$ cat config.mk
export PLATFORM = sky130hd
export DESIGN_NAME = ecp_xreg
export DESIGN_NICKNAME = d
export VERILOG_FILES = /design/src/rtl/ecp_xreg_pkg.sv /design/src/rtl/ecp_xreg_ctl.sv /design/src/rtl/ecp_xreg_fifo.sv /design/src/rtl/ecp_xreg.sv
export SDC_FILE = /design/constraint.sdc
export NUM_CORES = 1
export LEC_CHECK = 0
export CELL_PAD_IN_SITES_DETAIL_PLACEMENT = 1
export CELL_PAD_IN_SITES_GLOBAL_PLACEMENT = 2
export CORE_MARGIN = 4
export CORE_UTILIZATION = 39
export DETAILED_ROUTE_END_ITERATION = 16
export HOLD_SLACK_MARGIN = 0.06
export MAX_ROUTING_LAYER = met4
export PLACE_DENSITY_LB_ADDON = 0.12
export SLEW_MARGIN = 10
export SYNTH_ARGS = -nofsm -noshare
export SYNTH_HDL_FRONTEND = slang
export SYNTH_SLANG_ARGS = --single-unit
$ cat constraint.sdc
create_clock -name clk -period 6.5 [get_ports clk]
set_input_delay 1.3 -clock clk [delete_from_list [all_inputs] [get_ports clk]]
set_output_delay 1.3 -clock clk [all_outputs]
set_load 0.02 [all_outputs]
$ cat src/rtl/ecp_xreg_pkg.sv
package ecp_xreg_pkg;
  typedef enum logic [2:0] {
    MD_COMPAT  = 3'd0,
    MD_BYTE    = 3'd1,
    MD_PPFIFO  = 3'd2,
    MD_ECPFIFO = 3'd3,
    MD_EPP     = 3'd4,
    MD_RSVD    = 3'd5,
    MD_TEST    = 3'd6,
    MD_CONFIG  = 3'd7
  } xmode_e;

  localparam logic [2:0] OFS_SHARED = 3'd0;
  localparam logic [2:0] OFS_CFGB   = 3'd1;
  localparam logic [2:0] OFS_XCTL   = 3'd2;

  localparam logic [7:0] CFGA_BYTE  = 8'h10;
  localparam logic [7:0] NONE_BYTE  = 8'hFF;
endpackage

$ cat src/rtl/ecp_xreg_ctl.sv
module ecp_xreg_ctl
  import ecp_xreg_pkg::*;
(
  input  logic       clk,
  input  logic       rst,
  input  logic       we,
  input  logic [7:0] wbyte,
  output xmode_e     mode_q,
  output logic [2:0] spare_q,
  output logic       flush
);
  xmode_e new_mode;

  assign new_mode = xmode_e'(wbyte[7:5]);
  assign flush    = we && (new_mode != mode_q);

  always_ff @(posedge clk) begin
    if (rst) begin
      mode_q  <= MD_COMPAT;
      spare_q <= 3'd0;
    end else if (we) begin
      mode_q  <= new_mode;
      spare_q <= wbyte[4:2];
    end
  end
endmodule

$ cat src/rtl/ecp_xreg_fifo.sv
module ecp_xreg_fifo #(
  parameter int WIDTH = 8,
  parameter int DEPTH = 2
) (
  input  logic             clk,
  input  logic             rst,
  input  logic             flush,
  input  logic             push,
  input  logic [WIDTH-1:0] din,
  input  logic             pop,
  output logic [WIDTH-1:0] head,
  output logic             empty,
  output logic             full
);
  localparam int AW = (DEPTH > 1) ? $clog2(DEPTH) : 1;
  localparam int CW = $clog2(DEPTH + 1);
  localparam logic [AW-1:0] LAST = AW'(DEPTH - 1);
  localparam logic [CW-1:0] CMAX = CW'(DEPTH);

  logic [WIDTH-1:0] mem [DEPTH];
  logic [AW-1:0]    wp, rp;
  logic [CW-1:0]    cnt;
  logic             do_push, do_pop;

  assign empty   = (cnt == '0);
  assign full    = (cnt == CMAX);
  assign do_push = push && !full && !flush;
  assign do_pop  = pop && !empty && !flush;
  assign head    = mem[rp];

  always_ff @(posedge clk) begin
    if (do_push) mem[wp] <= din;
  end

  always_ff @(posedge clk) begin
    if (rst || flush) begin
      wp  <= '0;
      rp  <= '0;
      cnt <= '0;
    end else begin
      if (do_push) wp <= (wp == LAST) ? '0 : wp + 1'b1;
      if (do_pop)  rp <= (rp == LAST) ? '0 : rp + 1'b1;
      case ({do_push, do_pop})
        2'b10:   cnt <= cnt + 1'b1;
        2'b01:   cnt <= cnt - 1'b1;
        default: cnt <= cnt;
      endcase
    end
  end
endmodule

$ cat src/rtl/ecp_xreg.sv
module ecp_xreg
  import ecp_xreg_pkg::*;
#(
  parameter int FIFO_DEPTH = 2
) (
  input  logic       clk,
  input  logic       rst,
  input  logic       wr_en,
  input  logic       rd_en,
  input  logic [2:0] addr,
  input  logic [7:0] wdata,
  output logic [7:0] rdata,
  output logic       rd_valid,
  output logic [2:0] mode
);
  xmode_e     mode_q;
  logic [2:0] spare_q;
  logic       flush, fifo_empty, fifo_full;
  logic [7:0] fifo_head, data_q, cfgb_q, rd_mux;
  logic       wr_ok, in_test, push, pop;

  assign wr_ok   = wr_en && !rd_en;
  assign in_test = (mode_q == MD_TEST);
  assign push    = wr_ok && (addr == OFS_SHARED) && in_test;
  assign pop     = rd_en && (addr == OFS_SHARED) && in_test;
  assign mode    = mode_q;

  ecp_xreg_ctl u_ctl (
    .clk     (clk),
    .rst     (rst),
    .we      (wr_ok && (addr == OFS_XCTL)),
    .wbyte   (wdata),
    .mode_q  (mode_q),
    .spare_q (spare_q),
    .flush   (flush)
  );

  ecp_xreg_fifo #(.WIDTH(8), .DEPTH(FIFO_DEPTH)) u_fifo (
    .clk   (clk),
    .rst   (rst),
    .flush (flush),
    .push  (push),
    .din   (wdata),
    .pop   (pop),
    .head  (fifo_head),
    .empty (fifo_empty),
    .full  (fifo_full)
  );

  always_ff @(posedge clk) begin
    if (rst) begin
      data_q <= 8'h00;
      cfgb_q <= 8'h00;
    end else if (wr_ok) begin
      if (addr == OFS_SHARED && !in_test) data_q <= wdata;
      if (addr == OFS_CFGB)               cfgb_q <= wdata;
    end
  end

  always_comb begin
    case (addr)
      OFS_SHARED: begin
        if (in_test)                 rd_mux = fifo_empty ? NONE_BYTE : fifo_head;
        else if (mode_q == MD_CONFIG) rd_mux = CFGA_BYTE;
        else                         rd_mux = data_q;
      end
      OFS_CFGB: rd_mux = cfgb_q;
      OFS_XCTL: rd_mux = {mode_q, spare_q, fifo_full, fifo_empty};
      default:  rd_mux = NONE_BYTE;
    endcase
  end

  always_ff @(posedge clk) begin
    if (rst) begin
      rdata    <= 8'h00;
      rd_valid <= 1'b0;
    end else begin
      rd_valid <= rd_en;
      if (rd_en) rdata <= rd_mux;
    end
  end
endmodule

==> results.ini <==
[logic_synthesis]
yosys.area.top_type = dfxtp_1
synth_area_per_cell_um2 = 11.3
synthTopCellsByArea = dfxtp_1, edfxtp_1, mux2i_1
yosys_warnings = 0
synthCells = 193
syn-num-nets = 209
synth_top_area_share = 0.330
netlist_area_mm2 = 0.00218
ys_ff_latch = 52
ys_seq_area_frac = 0.551
synth.distinct_cells = 33

[detailed_routing]
first_pass_iters = 4
vias = 1572
wl_per_cell_um = 18.6
viasPerCell = 5.50
final_antenna_net_count = 0
drt_wl_total_um = 5330
drcViolationCount = 0
dr.first_iter.drc_count = 71

[cells_and_area]
fillCellCount = 585
post-route-util = 0.486
area_growth_syn_to_layout_pct = 17.4
antenna_cells = 0
drive_gt1_frac = 0.0880
nets = 231

[min_path]
hold_path_class = flop to flop
hold_path.startpoint = rdata[5]
holdPathStages = 2

[cts]
postCtsSetupBuffers = 0
cts_sinks = 52
clock_path_buffers = 2
h-tree-depth = 2
numCtsBuffers = 5
clockRootBuffer = clkbuf_8
post_cts_resized = 0
clk_pin_slew_ps = 90
hold_buffers = 0
cts_tree = built
clock_latency_ps = 300

[placed_design]
dp_hpwl_um = 3760
gp_congestion = 0.789
io_buffers = 26

[sta]
period_needed_ps = 3650
worst_pin_slew_ps = 741
post-route-period-util = 0.561
tns_ps = 0
fin_skew_ps = 1.76
hold_ws_ps = 496
relSlewSlack = 0.503
max_freq_mhz = 274
finalHoldViolCount = 0
slew_viol_final = 0
rsz0062_at_grt = no
setup_violations = 0

[setup_path]
r2r_cells = 4
crit_path_start = addr[1]
cp-start-kind = primary input
path_class = primary input to flop
required_ps = 6440
arrival_ps = 3590
end_kind = flop
reg2reg_from = u_ctl.mode_q[1]
path_max_fanout = 18

[global_route]
overflow = 0
antenna_found_initial = 0
grt_pass1_vias = 1631
track_usage = 0.180
grt_max_degree = 33
grt_pass1_wl_um = 8610

[floorplanning]
ios = 27
core_area_mm2 = 0.00527
die_y_um = 82.8
start_util = 0.414
rows = 26
fp.dieW_um = 82.8
dieArea_mm2 = 0.00685

[run_status]
status = finished clean

[pwr]
p_leak_nw = 1.03
vdd_drop_max_v = 0.000123
pwr_density_cell_mw_per_mm2 = 223

[run]
maxCapViolCount = 0

## critical path, cell delays in order
cell and delay, ps:
clkdlybuf4s50_1 680, or3_4 510, nor4b_2 390, inv_1 120, nor2_1 590
## layout by cell type, fill, tap and decap left out, types with 2 or more instances in the layout
cell type / instances
a21o_1: 6
a21oi_1: 2
a311oi_1: 8
and2_1: 2
clkbuf_8: 5
clkdlybuf4s50_1: 26
dfxtp_1: 36
edfxtp_1: 16
mux2_2: 8
mux2i_1: 22
nand2b_1: 2
nor2_1: 38
nor2b_1: 3
nor3_1: 2
o21ai_0: 8
o221ai_1: 8
xnor2_1: 4
xor2_1: 4
## metrics by stage
step	power, mW	worst slack [ps]	std cells	instance area [um2]
2_1_floorplan	0.376	3510	193	2180
3_3_place_gp	0.401	2570	278	2480
3_5_place_dp	0.402	2500	278	2480
4_1_cts	0.580	2830	286	2560
5_1_grt	0.600	2640	286	2560
6_report	0.571	2850	286	2560
## cells in the mapped netlist
master,number
and4b_1,1
o221ai_1,8
nor2b_1,3
or4b_1,1
buf_2,2
nor3_1,2
clkbuf_1,7
o21ai_1,1
a21o_1,6
nand2b_1,2
inv_1,1
a21oi_2,1
nor4b_2,1
mux2_2,8
or3_1,1
buf_4,1
edfxtp_1,16
and3b_1,1
or4b_2,1
mux2i_1,22
a311oi_1,8
a21oi_1,2
xor2_1,4
dfxtp_1,36
buf_6,1
o21bai_1,1
o21ai_0,8
and2_1,2
or3_4,1
buf_1,1
xnor2_1,4
nor2_1,38
ha_1,1
## layout make-up
type                    instances  area, um2  share of cell area
well taps                      70       87.6              0.0342
multi-input cells             128        917               0.358
flip-flops and latches         52       1200               0.469
inverters                       1       3.75             0.00147
clock buffers                   6       72.6              0.0283
clock inverters                 2       11.3             0.00440
repair buffers                 27        268               0.105
## metal layers
| layer | GRT usage | wire length [um] |
|---|---|---|
| met1 | 0.217 | 2390 |
| met5 | - | 0 |
| met3 | 0.0421 | 232 |
| met4 | 0.0637 | 105 |
| met2 | 0.296 | 2610 |
## registers in the layout, indices dropped and copies added, names as in the netlist, named ones only
name,flops
rdata,8
rd_valid,1
cfgb_q,8
data_q,8
u_fifo.mem,16
u_ctl.mode_q,3
u_fifo.rp,1
u_ctl.spare_q,3
u_fifo.cnt,2
u_fifo.wp,1
## kinds of logic (layout without fill, tap and decap cells)
kind of cell / count (synthesis) / in the layout / synth area share
DFF: 52 / 52 / 0.551
muxes: 30 / 30 / 0.142
xor gates and xnor gates: 8 / 8 / 0.0321
AOI/OAI and AO/OA: 35 / 35 / 0.118
adders and majority gates: 1 / 1 / 0.00574
and+or+nand+nor: 54 / 54 / 0.123
buffers and inverters: 13 / 36 / 0.0287
## report_power, final
group,leakage [nW],total [mW],switching (mW),internal (mW)
Combinational,0.554,0.0514,0.0277,0.0237
Sequential,0.437,0.343,0.00345,0.339
Clock,0.0388,0.177,0.102,0.0748
Total,1.03,0.571,0.133,0.438
## path summary, 6_finish.rpt
kind / end / slack, ps
min: rdata[5] / 500
max: u_fifo.mem[0][1] / 2850
max reg2reg: u_fifo.mem[0][1] / 4380
min reg2reg: rdata[5] / 500
Power figures use the tool's default switching activity.
